==> config.mk <==
export PLATFORM = sky130hd
export DESIGN_NAME = sstx_top
export DESIGN_NICKNAME = d
export VERILOG_FILES = /design/src/rtl/sstx_pkg.sv /design/src/rtl/sstx_frame_start.sv /design/src/rtl/sstx_serializer.sv /design/src/rtl/sstx_ctrl.sv /design/src/rtl/sstx_top.sv
export SDC_FILE = /design/constraint.sdc
export NUM_CORES = 1
export LEC_CHECK = 0
export BUFFER_PORTS_ARGS = -buffer_cell sky130_fd_sc_hd__clkbuf_2
export CAP_MARGIN = 20
export CORE_ASPECT_RATIO = 1.4
export CORE_MARGIN = 3
export CORE_UTILIZATION = 55
export CTS_BUF_LIST = sky130_fd_sc_hd__clkbuf_4 sky130_fd_sc_hd__clkbuf_8
export DETAILED_ROUTE_END_ITERATION = 16
export GPL_TIMING_DRIVEN = 0
export PLACE_DENSITY_LB_ADDON = 0.15
export SYNTH_ARGS = -nofsm -noshare
export SYNTH_HDL_FRONTEND = slang
export SYNTH_SLANG_ARGS = --single-unit
==> constraint.sdc <==
create_clock -name clk -period 2.82 [get_ports clk]
set_clock_uncertainty 0.2 [all_clocks]
set_input_delay 0.141 -clock clk [delete_from_list [all_inputs] [get_ports clk]]
set_output_delay 0.141 -clock clk [all_outputs]
set_load 0.005 [all_outputs]
==> src/rtl/sstx_pkg.sv <==
package sstx_pkg;
   typedef enum logic [1:0] {
      ST_RESET  = 2'b00,
      ST_IDLE   = 2'b01,
      ST_ACTIVE = 2'b10,
      ST_PAUSED = 2'b11
   } tx_state_e;
endpackage

==> src/rtl/sstx_frame_start.sv <==
module sstx_frame_start (
   input  logic clk,
   input  logic rst_n,
   input  logic tick,
   input  logic sync_in,
   input  logic cfg_sync_low,
   input  logic cfg_edge_start,
   output logic start_ok
);
   logic sync_act;
   logic prev_act;

   assign sync_act = sync_in ^ cfg_sync_low;

   // Reset to "active" so a sync held active out of reset is not an edge.
   always_ff @(posedge clk or negedge rst_n) begin
      if (!rst_n)    prev_act <= 1'b1;
      else if (tick) prev_act <= sync_act;
   end

   assign start_ok = cfg_edge_start ? (sync_act & ~prev_act) : sync_act;
endmodule

==> src/rtl/sstx_serializer.sv <==
module sstx_serializer #(
   parameter int DATA_W    = 8,
   parameter bit MSB_FIRST = 1'b1
) (
   input  logic              clk,
   input  logic              rst_n,
   input  logic              load,
   input  logic              shift,
   input  logic              clear,
   input  logic [DATA_W-1:0] data_in,
   output logic              line_q,
   output logic              strb_q,
   output logic              empty
);
   localparam int CNT_W = $clog2(DATA_W + 1);

   logic [DATA_W-1:0] shreg;
   logic [CNT_W-1:0]  left;
   logic              first_bit, next_bit;
   logic [DATA_W-1:0] load_rest, shifted;

   generate
      if (DATA_W < 2) begin : g_bad_width
         $error("sstx_serializer: DATA_W must be at least 2");
      end
      if (MSB_FIRST) begin : g_msb
         assign first_bit = data_in[DATA_W-1];
         assign next_bit  = shreg[DATA_W-1];
         assign load_rest = {data_in[DATA_W-2:0], 1'b0};
         assign shifted   = {shreg[DATA_W-2:0], 1'b0};
      end else begin : g_lsb
         assign first_bit = data_in[0];
         assign next_bit  = shreg[0];
         assign load_rest = {1'b0, data_in[DATA_W-1:1]};
         assign shifted   = {1'b0, shreg[DATA_W-1:1]};
      end
   endgenerate

   always_ff @(posedge clk or negedge rst_n) begin
      if (!rst_n) begin
         shreg  <= '0;
         left   <= '0;
         line_q <= 1'b0;
         strb_q <= 1'b0;
      end else if (clear) begin
         left   <= '0;
         line_q <= 1'b0;
         strb_q <= 1'b0;
      end else if (load) begin
         shreg  <= load_rest;
         left   <= CNT_W'(DATA_W - 1);
         line_q <= first_bit;
         strb_q <= 1'b1;
      end else if (shift) begin
         shreg  <= shifted;
         left   <= left - 1'b1;
         line_q <= next_bit;
      end
   end

   assign empty = (left == '0);

   a_r7_no_shift_when_empty : assert property (@(posedge clk) disable iff (!rst_n)
      shift |-> !empty);
   a_r7_bit_countdown : assert property (@(posedge clk) disable iff (!rst_n)
      (shift && !clear && !load) |=> (left == CNT_W'($past(left) - 1'b1)));
endmodule

==> src/rtl/sstx_ctrl.sv <==
module sstx_ctrl
   import sstx_pkg::*;
#(
   parameter int DLY_W = 2
) (
   input  logic             clk,
   input  logic             rst_n,
   input  logic             tick,
   input  logic             cmd_enable,
   input  logic             cmd_reset,
   input  logic             cmd_pause,
   input  logic [DLY_W-1:0] cfg_delay,
   input  logic             start_ok,
   input  logic             fifo_valid,
   input  logic             fifo_eop,
   input  logic             ser_empty,
   output tx_state_e        state_q,
   output logic             load,
   output logic             shift,
   output logic             clear,
   output logic             fifo_pop,
   output logic             underrun_q
);
   logic             pause_pend, in_delay, cur_eop;
   logic [DLY_W-1:0] dly_cnt;
   logic             st_idle, st_active, body, start, need_byte, finish, starve;

   generate
      if (DLY_W < 1) begin : g_bad_dly
         $error("sstx_ctrl: DLY_W must be at least 1");
      end
   endgenerate

   assign st_idle   = (state_q == ST_IDLE);
   assign st_active = (state_q == ST_ACTIVE);
   assign body      = st_active & ~in_delay;
   assign start     = tick & st_idle & start_ok & fifo_valid & ~cmd_pause & ~cmd_reset;
   assign need_byte = tick & body & ser_empty & ~cur_eop;
   assign load      = ~cmd_reset & ((start & (cfg_delay == '0))
                    | (tick & st_active & in_delay & (dly_cnt == DLY_W'(1)))
                    | (need_byte & fifo_valid));
   assign shift     = ~cmd_reset & tick & body & ~ser_empty;
   assign finish    = ~cmd_reset & tick & body & ser_empty & cur_eop;
   assign starve    = ~cmd_reset & need_byte & ~fifo_valid;
   assign clear     = cmd_reset | finish | starve;
   assign fifo_pop  = load;

   always_ff @(posedge clk or negedge rst_n) begin
      if (!rst_n) begin
         state_q    <= ST_RESET;
         pause_pend <= 1'b0;
         in_delay   <= 1'b0;
         dly_cnt    <= '0;
         cur_eop    <= 1'b0;
         underrun_q <= 1'b0;
      end else if (cmd_reset) begin
         state_q    <= ST_RESET;
         pause_pend <= 1'b0;
         in_delay   <= 1'b0;
         cur_eop    <= 1'b0;
         underrun_q <= 1'b0;
      end else begin
         if (load) cur_eop <= fifo_eop;
         unique case (state_q)
            ST_RESET, ST_PAUSED: begin
               if (cmd_enable) state_q <= ST_IDLE;
            end
            ST_IDLE: begin
               if (cmd_pause) begin
                  state_q <= ST_PAUSED;
               end else if (start) begin
                  state_q  <= ST_ACTIVE;
                  in_delay <= (cfg_delay != '0);
                  dly_cnt  <= cfg_delay;
               end
            end
            ST_ACTIVE: begin
               if (cmd_pause) pause_pend <= 1'b1;
               if (tick && in_delay) begin
                  if (dly_cnt == DLY_W'(1)) in_delay <= 1'b0;
                  else                      dly_cnt  <= dly_cnt - 1'b1;
               end
               if (starve) underrun_q <= 1'b1;
               if (finish) begin
                  state_q    <= (pause_pend | cmd_pause) ? ST_PAUSED : ST_IDLE;
                  pause_pend <= 1'b0;
               end
            end
            default: state_q <= ST_RESET;
         endcase
      end
   end

   a_r13_reset_wins : assert property (@(posedge clk) disable iff (!rst_n)
      cmd_reset |=> (state_q == ST_RESET));
   a_r2_reset_holds : assert property (@(posedge clk) disable iff (!rst_n)
      (state_q == ST_RESET && !cmd_enable) |=> (state_q == ST_RESET));
   a_r10_pause_holds : assert property (@(posedge clk) disable iff (!rst_n)
      (state_q == ST_PAUSED && !cmd_enable && !cmd_reset) |=> (state_q == ST_PAUSED));
   a_r9_pop_needs_data : assert property (@(posedge clk) disable iff (!rst_n)
      fifo_pop |-> fifo_valid);
endmodule

==> src/rtl/sstx_top.sv <==
module sstx_top
   import sstx_pkg::*;
#(
   parameter int DATA_W    = 8,
   parameter int DLY_W     = 2,
   parameter bit MSB_FIRST = 1'b1
) (
   input  logic              clk,
   input  logic              rst_n,
   input  logic              sclk_rise,
   input  logic              sclk_fall,
   input  logic              cfg_clk_inv,
   input  logic              cfg_sync_low,
   input  logic              cfg_strobe_low,
   input  logic              cfg_edge_start,
   input  logic [DLY_W-1:0]  cfg_delay,
   input  logic              cmd_enable,
   input  logic              cmd_reset,
   input  logic              cmd_pause,
   input  logic              frame_sync,
   input  logic              fifo_valid,
   input  logic [DATA_W-1:0] fifo_data,
   input  logic              fifo_eop,
   output logic              fifo_pop,
   output logic              tx_data,
   output logic              tx_strobe,
   output logic              tx_underrun,
   output logic [1:0]        tx_state
);
   logic      tick, start_ok, load, shift, clear, ser_empty, strb_q;
   tx_state_e state_q;

   assign tick = cfg_clk_inv ? sclk_fall : sclk_rise;

   sstx_frame_start u_start (
      .clk(clk), .rst_n(rst_n), .tick(tick), .sync_in(frame_sync),
      .cfg_sync_low(cfg_sync_low), .cfg_edge_start(cfg_edge_start),
      .start_ok(start_ok)
   );

   sstx_ctrl #(.DLY_W(DLY_W)) u_ctrl (
      .clk(clk), .rst_n(rst_n), .tick(tick),
      .cmd_enable(cmd_enable), .cmd_reset(cmd_reset), .cmd_pause(cmd_pause),
      .cfg_delay(cfg_delay), .start_ok(start_ok),
      .fifo_valid(fifo_valid), .fifo_eop(fifo_eop), .ser_empty(ser_empty),
      .state_q(state_q), .load(load), .shift(shift), .clear(clear),
      .fifo_pop(fifo_pop), .underrun_q(tx_underrun)
   );

   sstx_serializer #(.DATA_W(DATA_W), .MSB_FIRST(MSB_FIRST)) u_ser (
      .clk(clk), .rst_n(rst_n), .load(load), .shift(shift), .clear(clear),
      .data_in(fifo_data), .line_q(tx_data), .strb_q(strb_q), .empty(ser_empty)
   );

   assign tx_strobe = strb_q ^ cfg_strobe_low;
   assign tx_state  = state_q;

   a_r7_strobe_only_active : assert property (@(posedge clk) disable iff (!rst_n)
      strb_q |-> (state_q == ST_ACTIVE));
   a_r7_line_quiet_without_strobe : assert property (@(posedge clk) disable iff (!rst_n)
      !strb_q |-> !tx_data);
endmodule

# Word-level counts from Yosys, hierarchy flattened
# Cells that the tools add are included.
[word_totals]
regBits = 23
in_bits = 24
[op_classes]
reduce_logical = 21
n_eq_ne = 15
n_bitwise = 38
n_mux = 39
n_addsub = 2
[ops]
columns = ["cell", "n"]
rows = [
  ["bitwise AND 1 bit", 23],
  ["2-to-1 mux 1 bit", 21],
  ["2-to-1 mux 2 bit", 10],
  ["inequality test 3 bit, second input constant", 6],
  ["2-to-1 mux 8 bit", 2],
  ["nonzero test 2 bit", 7],
  ["2-to-1 mux 4 bit", 3],
  ["nonzero test 3 bit", 3],
  ["inequality test 2 bit, second input constant", 4],
  ["NOT 1 bit", 8],
  ["case mux 2 bit (3 select lines)", 1],
  ["AND reduction 2 bit", 3],
  ["AND reduction 6 bit", 1],
  ["bitwise OR 1 bit", 5],
  ["AND reduction 5 bit", 1],
  ["== test 2 x 1 -> 1 bit, second input constant", 2],
  ["== test 2 bit, second input constant", 2],
  ["zero test 2 bit", 2],
  ["zero test 4 bit", 1],
  ["inequality test 4 bit, second input constant", 1],
  ["case mux 2 bit (2 select lines)", 1],
  ["subtractor 4 x 1 -> 4 bit, second input constant", 1],
  ["AND reduction 3 bit", 1],
  ["case mux 1 bit (2 select lines)", 1],
  ["other kinds (4)", 5],
]

# Depth between registers and ports, before layout
# Gate-level depths: netlist of run 1.
[logic_depth]
ltp_word = 13
mapped_depth = 8
ltp_nobuf = 8

# Hierarchy
# A second synthesis of run 1 with hierarchy kept.
[hier_totals]
hier_cells = 137
area_unflattened_um2 = 1341.3
[by_module_without_submodules]
columns = ["mod", "cells_per_inst", "area_each_um2", "seq_area_each_um2", "instances"]
rows = [
  ["sstx_serializer", 62, 643.1, 325.3, 1],
  ["sstx_ctrl", 68, 625.6, 200.2, 1],
  ["sstx_frame_start", 5, 48.8, 26.3, 1],
  ["sstx_top", 2, 23.8, 0.0, 1],
]

# Least setup slack after synthesis of run 1
# OpenSTA, ideal clock, no wires.
[synth_path]
path_type = "register -> register"
startpoint = "register u_ser.left[0]"
endpoint = "register u_ser.shreg[4]"
path_stages_with_launch = 8
path_buffers = 0
arrival_time_ps = 1840
setup_slack_ps = 669
cell_sequence = "dfrtp_1 > inv_1 > ha_1 > or3b_4 > o31a_1 > o21ai_4 > o21bai_2 > a222oi_1"
[synth_via]
elab_chain_cells = 8
elab_cells_between_ends = 18
[synth_rtl]
columns = ["element", "line_no", "source"]
rows = [
  ["start: declaration", "sstx_serializer.sv:18", "logic [CNT_W-1:0] left;"],
  ["start signal: assignment", "sstx_serializer.sv:51", "left <= CNT_W'(DATA_W - 1);"],
  ["start signal: assignment", "sstx_serializer.sv:56", "left <= left - 1'b1;"],
  ["zero test 4 bit *", "sstx_serializer.sv:61", "assign empty = (left == '0);"],
  ["bitwise AND 1 bit (2 in series)", "sstx_ctrl.sv:38", "assign need_byte = tick & body & ser_empty & ~cur_eop;"],
  ["bitwise AND 1 bit, on equally long branches", "sstx_ctrl.sv:41, sstx_ctrl.sv:44", ""],
  ["bitwise OR 1 bit / bitwise AND 1 bit (equally long branches)", "sstx_ctrl.sv:41, sstx_ctrl.sv:44", ""],
  ["bitwise AND 1 bit / bitwise OR 1 bit (equally long branches)", "sstx_ctrl.sv:39, sstx_ctrl.sv:45", ""],
  ["nonzero test 2 bit (no line) / NOT 1 bit (equally long branches)", "-", ""],
  ["AND reduction 2 bit (no line)", "-", ""],
  ["end signal: assignment", "sstx_serializer.sv:50", "shreg <= load_rest;"],
  ["end signal: assignment", "sstx_serializer.sv:55", "shreg <= shifted;"],
  ["end: declaration", "sstx_serializer.sv:17", "logic [DATA_W-1:0] shreg;"],
]
# Every way passes the cells marked *; elsewhere a longest branch is shown, timed or not.
# A chain may end at the register's enable or synchronous reset.

# Worst setup path in the final report of run 1
[layout_path]
startpoint = "register u_ser.left[0]"
endpoint = "output fifo_pop"
[layout_via]
elab_chain_cells = 6
[layout_rtl]
columns = ["element", "line_no", "source"]
rows = [
  ["zero test 4 bit", "sstx_serializer.sv:61", ""],
  ["bitwise AND 1 bit (2 in series)", "sstx_ctrl.sv:38", ""],
  ["bitwise AND 1 bit", "sstx_ctrl.sv:41", "| (need_byte & fifo_valid));"],
  ["bitwise OR 1 bit", "sstx_ctrl.sv:41", ""],
  ["bitwise AND 1 bit", "sstx_ctrl.sv:39", "assign load = ~cmd_reset & ((start & (cfg_delay == '0))"],
  ["end: declaration", "sstx_top.sv:24", "output logic fifo_pop,"],
]
# No other way between the ends.

==> results of run 1 <==
## report_power, final
group	leakage (µW)	internal, µW	total, µW	switching [µW]
Clock	0.0000184	64.6	156	91.5
Combinational	0.000522	136	279	144
Sequential	0.000269	380	409	29.3
## per-stage QoR
step	setup WS [ps]	hold slack (ps)	std cells	instance area (µm²)	total power (µW)
finish	148	12.9	207	1650	844
global route	17.5	28.4	207	1650	902
CTS	147	9.39	207	1650	852
detailed placement	408	-42.0	190	1490	684
global placement	436	-55.7	190	1490	667
floorplan	669	-355	139	1320	598
## final cells by class
class                      instances  share of cell area
sequential                        22               0.334
timing repair buffer              42               0.167
buffer                             5              0.0129
tap                               22              0.0167
multi-input combinational         91               0.403
inverter                          21              0.0478
clock buffer                       4              0.0182
## layer usage
metal  part of all wire  vias to the layer above  routed length (µm)
li1                   -                      580                   -
met1               0.42                      555                1180
met2               0.52                       31                1470
met3              0.046                        2                 128
met4             0.0075                        0                  21
met5                  0                        -                   0
## worst max-delay path, cell delays in order, from the launching register on
cell      delay [ps]
dfrtp_1          420
inv_1             90
ha_1             160
or3b_4           390
o31a_1           290
o21ai_4          170
or2b_1           290
inv_1            100
clkbuf_2         110
## cells in the mapped netlist
library cell,n,area share
dfrtp_1,21,0.40
inv_1,21,0.060
nor2_1,13,0.037
a21oi_1,7,0.027
nand2_1,7,0.020
a222oi_1,6,0.046
ha_1,5,0.047
mux2i_1,5,0.038
nand4_1,5,0.024
mux2_2,4,0.034
o21ai_0,4,0.015
clkbuf_1,3,0.0085
nand3_1,3,0.011
nor2b_1,3,0.014
xor2_1,3,0.020
buf_2,2,0.0076
nand2b_1,2,0.0095
xnor2_1,2,0.013
a211oi_1,1,0.0057
a21boi_0,1,0.0057
a22o_2,1,0.0076
a41o_2,1,0.0085
a41oi_1,1,0.0066
and2_1,1,0.0048
and2b_1,1,0.0057
and4_1,1,0.0066
dfstp_2,1,0.020
nand3b_1,1,0.0057
nor3_1,1,0.0038
nor4_1,1,0.0048
nor4b_1,1,0.0066
nor4b_2,1,0.011
o21a_1,1,0.0057
o21ai_4,1,0.012
o21bai_2,1,0.0085
o22a_1,1,0.0066
o22ai_1,1,0.0048
o311ai_0,1,0.0066
o31a_1,1,0.0066
or2b_1,1,0.0057
or3b_4,1,0.0085
## kinds of logic after synthesis
group                      share of synthesized area
muxes                                         0.0722
xor gates and xnor gates                      0.0332
adders and majority gates                     0.0475
DFF                                            0.419
buffers and inverters                         0.0760
and+or+nand+nor                                0.179
AOI/OAI and AO/OA                              0.173
## layout by cell type (no fill, tap or decap), types with 6 or more instances in the layout
cell / instances
a21oi_1: 7
nand2_1: 7
a222oi_1: 6
nor2_1: 13
inv_1: 21
clkbuf_2: 29
dfrtp_1: 21
dlygate4sd3_1: 13
## flip-flops by register name (all words and copies together) (netlist names)
name and flops:
u_ctrl.in_delay 1, u_ser.line_q 1, u_ser.left 4, u_ser.shreg 7
u_ctrl.dly_cnt 2, u_start.prev_act 1, u_ctrl.underrun_q 1, u_ser.strb_q 1
u_ctrl.state_q 2, u_ctrl.cur_eop 1, u_ctrl.pause_pend 1
## what timing repair did
item	4_1_cts	5_1_grt
endpoints found under the setup margin	0	0
endpoints found under the hold margin	34	0
hold buffers	13	0
## path summary, 6_finish.rpt
check,depth (start not counted),start,endpoint,slack [ps]
worst min-delay path,3,cmd_reset,u_ser.left[0]$_DFFE_PN0P_,10
worst max-delay path,8,u_ser.left[0]$_DFFE_PN0P_,fifo_pop,150
max in group asynchronous,2,rst_n,u_start.prev_act$_DFFE_PN1P_,1910
worst max register to register,7,u_ser.left[0]$_DFFE_PN0P_,u_ser.shreg[2]$_DFFE_PN0P_,400
min in group asynchronous,2,rst_n,u_ser.left[2]$_DFFE_PN0P_,140
worst min register to register,2,u_ctrl.underrun_q$_DFFE_PN0P_,u_ctrl.underrun_q$_DFFE_PN0P_,330
==> flow_metrics.env, run 1 <==
export IMPL_outcome="completed"
export IMPL_critical_path_arrival_ps=2330
export IMPL_setup_viol=0
export IMPL_cts_buffers=3
export IMPL_period_share=0.948
export IMPL_power_density_mw_per_mm2=512
export IMPL_slew_headroom=0.634
export IMPL_yosysUniqueCellTypes=41
export IMPL_fp_dieH_um=63.9
export IMPL_drv_cap=0
export IMPL_rsz0062_at_grt="false"
export IMPL_grt_usage=0.206
export IMPL_routed_wl_um=2810
export IMPL_cts_setup_buffers=0
export IMPL_crit_required_ps=2480
export IMPL_root_buffer="clkbuf_4"
export IMPL_coreArea_mm2=0.00223
export IMPL_ys_seq_area_frac=0.419
export IMPL_crit_path_max_fanout=4
export IMPL_fin_nets=215
export IMPL_grt_pass1_wl_um=4720
export IMPL_io_buffers=29
export IMPL_synth_seq_cells=22
export IMPL_grt_max_degree=23
export IMPL_cts_sinks=22
export IMPL_globalRouteMet2Util=0.379
export IMPL_end_kind="primary output"
export IMPL_syn2layout_area_growth_pct=25.3
export IMPL_layout_drive_gt1_share=0.249
export IMPL_drt_iter0_markers=29
export IMPL_std_cell_rows=20
export IMPL_clockBufferDepth=2
export IMPL_synth_warnings=0
export IMPL_place_gp_congestion=0.824
export IMPL_tns_ps=0
export IMPL_grt_pass1_vias=1198
export IMPL_finalHoldViolCount=0
export IMPL_firstDrtPassIters=4
export IMPL_synth_area_mm2=0.00132
export IMPL_avgSynthCellArea_um2=9.48
export IMPL_min_period_ps=2670
export IMPL_initial_utilization=0.592
export IMPL_via_count=1168
export IMPL_peakVddDrop_v=0.000385
export IMPL_h_tree_depth=1
export IMPL_die_w_um=47.4
export IMPL_grt_busiest_layer="met2"
export IMPL_ioPinCount=30
export IMPL_slew_violations=0
export IMPL_hold_path_class="in2reg"
export IMPL_routedWlPerCell_um=13.6
export IMPL_via_per_inst=5.64
export IMPL_final_core_util=0.741
export IMPL_grt_use_met1=0.230
export IMPL_critPathKind="reg2out"
export IMPL_max_freq_mhz=374
export IMPL_dpl_hpwl_um=2080
export IMPL_seq_area_um2=552
export IMPL_leakagePower_uw=0.000810
export IMPL_worstMarginPinSlew_ps=550
export IMPL_die_area_mm2=0.00303
export IMPL_cts_tree="built"
export IMPL_syn_num_nets=168
export IMPL_drc=0
export IMPL_clkTransAtPathRegs_ps=130
export IMPL_cts_resized=0
export IMPL_grt_use_met3=0.0225
export IMPL_n_fill_cell=177
export IMPL_startpoint_type="flip-flop"
export IMPL_clock_latency_ps=300
export IMPL_multi_input_area_um2=666
export IMPL_grt_overflow_total=0
export IMPL_n_antenna_cell=0
export IMPL_syn_inst=139
export IMPL_antenna_found_initial=0
export IMPL_ant_nets=0
No activity file was read; power rests on OpenSTA's default activity.
==> run 2: changes to the inputs <==
RECOVER_POWER = 25   (was unset)
==> flow_metrics.env, run 2 (synthesis results as in run 1) <==
export IMPL_crit_required_ps=2480
export IMPL_syn2layout_area_growth_pct=25.2
export IMPL_max_freq_mhz=374
export IMPL_cp_num_buf_inv=3
export IMPL_end_kind="primary output"
export IMPL_finalPower_uw=844
export IMPL_peakVddDrop_v=0.000385
export IMPL_clock_latency_ps=300
export IMPL_largest_reg_flops=7
export IMPL_grt_overflow_total=0
export IMPL_finalHoldViolCount=0
export IMPL_cts_resized=0
export IMPL_seq_area_um2=552
export IMPL_n_antenna_cell=0
export IMPL_die_w_um=47.4
export IMPL_h_tree_depth=1
export IMPL_worstMarginPinSlew_ps=1180
export IMPL_critical_path_depth=8
export IMPL_slew_headroom=0.212
export IMPL_std_cell_rows=20
export IMPL_hold_path_class="in2reg"
export IMPL_max_stage_delay_ps=420
export IMPL_critPathKind="reg2out"
export IMPL_clockBufferDepth=2
export IMPL_placed_area_mm2=0.00149
export IMPL_routedWlPerCell_um=13.6
export IMPL_slew_violations=0
export IMPL_pre_cts_slack_ps=408
export IMPL_io_buffers=29
export IMPL_min_period_ps=2670
export IMPL_startpoint_type="flip-flop"
export IMPL_cts_setup_buffers=0
export IMPL_fin_nets=215
export IMPL_routed_wl_um=2810
export IMPL_initial_utilization=0.592
export IMPL_drc=0
export IMPL_setup_viol=0
export IMPL_reg_largest_list="u_ser.shreg (7), u_ser.left (4)"
export IMPL_cp_slowest_cell="dfrtp_1"
export IMPL_fp_dieH_um=63.9
export IMPL_outcome="completed"
export IMPL_antenna_found_initial=0
export IMPL_tns_ps=0
export IMPL_clkTransAtPathRegs_ps=130
export IMPL_multi_input_area_um2=666
export IMPL_cpMostUsedCell="inv_1"
export IMPL_path_cells="inv_1, ha_1, or3b_4, o31a_1, o21ai_4, or2b_1, inv_1, clkbuf_2"
export IMPL_crit_family="simple AND/OR/NAND/NOR gates"
export IMPL_largest_register="u_ser.shreg"
export IMPL_grt_max_degree=23
export IMPL_fin_ws_ps=148
export IMPL_dpl_hpwl_um=2080
export IMPL_n_fill_cell=178
export IMPL_drt_iter0_markers=29
export IMPL_via_count=1168
export IMPL_cts_sinks=22
export IMPL_layout_drive_gt1_share=0.243
export IMPL_rsz0062_at_grt="false"
export IMPL_final_core_util=0.740
export IMPL_fin_area_mm2=0.00165
export IMPL_r2r_cells=7
export IMPL_grt_pass1_vias=1198
export IMPL_ioPinCount=30
export IMPL_coreArea_mm2=0.00223
export IMPL_ant_nets=0
export IMPL_final_cell_mix="clkbuf_2, inv_1, dfrtp_1"
export IMPL_via_per_inst=5.64
export IMPL_cts_buffers=3
export IMPL_root_buffer="clkbuf_4"
export IMPL_drv_cap=0
export IMPL_hold_buffers=13
export IMPL_grt_pass1_wl_um=4720
export IMPL_die_area_mm2=0.00303
export IMPL_grt_usage=0.206
export IMPL_place_gp_congestion=0.824
export IMPL_min_path_cells=3
export IMPL_leakagePower_uw=0.000807
export IMPL_crit_path_max_fanout=4
export IMPL_cts_tree="built"
export IMPL_final_common_cell="clkbuf_2"
export IMPL_period_share=0.948
export IMPL_critical_path_arrival_ps=2330
export IMPL_firstDrtPassIters=4
export IMPL_power_density_mw_per_mm2=512
-- run 2: stage by stage --
step           hold WS, ps  std cells
6_report              12.9        207
5_1_grt               28.4        207
4_1_cts               9.39        207
3_5_place_dp         -42.0        190
3_3_place_gp         -55.7        190
2_1_floorplan         -355        139
-- run 2: layout make-up --
class | count | area share
Multi-Input combinational cell | 91 | 0.404
Sequential cell | 22 | 0.335
Timing Repair Buffer | 42 | 0.166
Inverter | 21 | 0.0478
Clock buffer | 4 | 0.0182
Tap cell | 22 | 0.0167
Buffer | 5 | 0.0129
-- run 2: final timing paths --
check	slack [ps]	start	endpoint
hold / removal	10	cmd_reset	u_ser.left[0]$_DFFE_PN0P_
setup / recovery	150	u_ser.left[0]$_DFFE_PN0P_	fifo_pop
setup reg to reg	400	u_ser.left[0]$_DFFE_PN0P_	u_ser.shreg[2]$_DFFE_PN0P_
min in group asynchronous	390	rst_n	u_ser.left[2]$_DFFE_PN0P_
hold reg to reg	330	u_ctrl.underrun_q$_DFFE_PN0P_	u_ctrl.underrun_q$_DFFE_PN0P_
max in group asynchronous	1330	rst_n	u_ctrl.cur_eop$_DFFE_PN0P_
-- run 2: worst min-delay path, cell delays in order --
cell and delay (ps):
clkbuf_2 110, a41o_2 180, a21oi_1 60
-- run 2: power by group --
part | leakage, µW | switching, µW | internal (µW)
logic | 0.000519 | 144 | 135
registers | 0.000269 | 29.3 | 380
clock network | 0.0000184 | 91.5 | 64.6
total | 0.000807 | 265 | 580
-- run 2: metal layers --
metal  global-route usage  part of all wire  vias up
met4               0.0588            0.0075        0
met3               0.0225             0.046        2
li1                     -                 -      580
met5                    0                 0        -
met1                0.230              0.42      555
met2                0.379              0.53       31
==> run 3: changes to the inputs <==
PLACE_DENSITY = 0.8   (was unset)
PLACE_DENSITY_LB_ADDON = unset   (was 0.15)
==> flow_metrics.env, run 3 (synthesis results as in run 1) <==
export IMPL_clock_latency_ps=320
export IMPL_ant_nets=0
export IMPL_hold_buffers=15
export IMPL_power_density_mw_per_mm2=520
export IMPL_largest_reg_flops=7
export IMPL_grt_overflow_total=0
export IMPL_leakagePower_uw=0.000820
export IMPL_firstDrtPassIters=4
export IMPL_finalHoldViolCount=0
export IMPL_cts_tree="built"
export IMPL_fin_area_mm2=0.00168
export IMPL_routed_wl_um=3130
export IMPL_pre_cts_slack_ps=427
export IMPL_n_antenna_cell=0
export IMPL_startpoint_type="flip-flop"
export IMPL_drt_iter0_markers=48
export IMPL_fp_dieH_um=63.9
export IMPL_cts_sinks=22
export IMPL_rsz0062_at_grt="false"
export IMPL_cts_buffers=3
export IMPL_via_per_inst=5.84
export IMPL_io_buffers=29
export IMPL_initial_utilization=0.592
export IMPL_largest_register="u_ser.shreg"
export IMPL_dpl_hpwl_um=2170
export IMPL_fin_ws_ps=115
export IMPL_root_buffer="clkbuf_4"
export IMPL_antenna_found_initial=0
export IMPL_slew_headroom=0.197
export IMPL_die_area_mm2=0.00303
export IMPL_peakVddDrop_v=0.000477
export IMPL_reg_largest_list="u_ser.shreg (7), u_ser.left (4)"
export IMPL_grt_usage=0.240
export IMPL_layout_drive_gt1_share=0.241
export IMPL_max_freq_mhz=370
export IMPL_outcome="completed"
export IMPL_drv_cap=0
export IMPL_coreArea_mm2=0.00223
export IMPL_cts_resized=0
export IMPL_setup_viol=0
export IMPL_fin_hold_ws_ps=47.1
export IMPL_crit_required_ps=2480
export IMPL_seq_area_um2=552
export IMPL_final_common_cell="clkbuf_2"
export IMPL_multi_input_area_um2=666
export IMPL_syn2layout_area_growth_pct=27.2
export IMPL_grt_pass1_vias=1324
export IMPL_die_w_um=47.4
export IMPL_clkTransAtPathRegs_ps=120
export IMPL_finalPower_uw=871
export IMPL_cts_setup_buffers=0
export IMPL_worstMarginPinSlew_ps=1210
export IMPL_clockBufferDepth=2
export IMPL_via_count=1220
export IMPL_tns_ps=0
export IMPL_min_period_ps=2710
export IMPL_drc=0
export IMPL_placed_area_mm2=0.00149
export IMPL_hold_path_class="in2reg"
export IMPL_regToRegSetupSlack_ps=160
export IMPL_grt_pass1_wl_um=5330
export IMPL_critical_path_arrival_ps=2360
export IMPL_period_share=0.959
export IMPL_routedWlPerCell_um=15.0
export IMPL_end_kind="primary output"
export IMPL_final_cell_mix="clkbuf_2, inv_1, dfrtp_1"
export IMPL_critPathKind="reg2out"
export IMPL_slew_violations=0
export IMPL_h_tree_depth=1
export IMPL_fin_nets=217
export IMPL_ioPinCount=30
export IMPL_n_fill_cell=163
export IMPL_grt_max_degree=23
export IMPL_std_cell_rows=20
export IMPL_place_gp_congestion=0.827
export IMPL_crit_path_max_fanout=4
[run 3: cell types whose count changed in the layout (fill, tap and decap cells not counted)]
| cell | before | now |
|---|---|---|
| clkbuf_8 | 0 | 1 |
| clkbuf_4 | 4 | 3 |
| dlygate4sd3_1 | 13 | 15 |
[run 3: cell type report]
class / count / area share
multi-input cells: 91 / 0.397
flip-flops and latches: 22 / 0.329
repair buffers: 44 / 0.176
inverters: 21 / 0.0470
clock buffers: 4 / 0.0217
well taps: 22 / 0.0164
plain buffers: 5 / 0.0127
[run 3: power breakdown]
group | switching [µW] | internal (µW) | total, µW
combinational | 146 | 135 | 282
sequential | 30.6 | 380 | 410
clock | 99.6 | 79.1 | 179
total | 276 | 594 | 871
[run 3: worst max-delay path, cell delays in order, from the launching register on]
cell and delay (ps):
dfrtp_1 420, inv_1 90, ha_1 150, or3b_4 380
o31a_1 300, o21ai_4 190, or2b_1 310, inv_1 90
clkbuf_2 110
[run 3: metal layers]
| metal | part of all wire | vias up | GRT usage | routed length [µm] |
|---|---|---|---|---|
| li1 | - | 586 | - | - |
| met1 | 0.38 | 587 | 0.245 | 1180 |
| met2 | 0.55 | 38 | 0.433 | 1730 |
| met3 | 0.040 | 9 | 0.0282 | 125 |
| met4 | 0.032 | 0 | 0.131 | 99 |
| met5 | 0 | - | 0 | 0 |
[run 3: final timing paths]
path                                                 end  cells after the start                           from
max reg2reg                     u_ser.line_q$_DFFE_PN0P_                      8      u_ser.left[0]$_DFFE_PN0P_
min in group asynchronous  u_ctrl.state_q[0]$_DFFE_PN0P_                      2                          rst_n
max in group asynchronous      u_ser.left[1]$_DFFE_PN0P_                      2                          rst_n
max                                             fifo_pop                      8      u_ser.left[0]$_DFFE_PN0P_
min                        u_ctrl.dly_cnt[0]$_DFFE_PN0P_                      4                   cfg_delay[0]
min reg2reg                u_ctrl.underrun_q$_DFFE_PN0P_                      2  u_ctrl.underrun_q$_DFFE_PN0P_
[run 3: stage by stage]
step / util / cells
2_1_floorplan: - / 139
3_3_place_gp: 0.669 / 190
5_1_grt: 0.752 / 209
3_5_place_dp: 0.669 / 190
6_report: 0.752 / 209
4_1_cts: 0.753 / 209
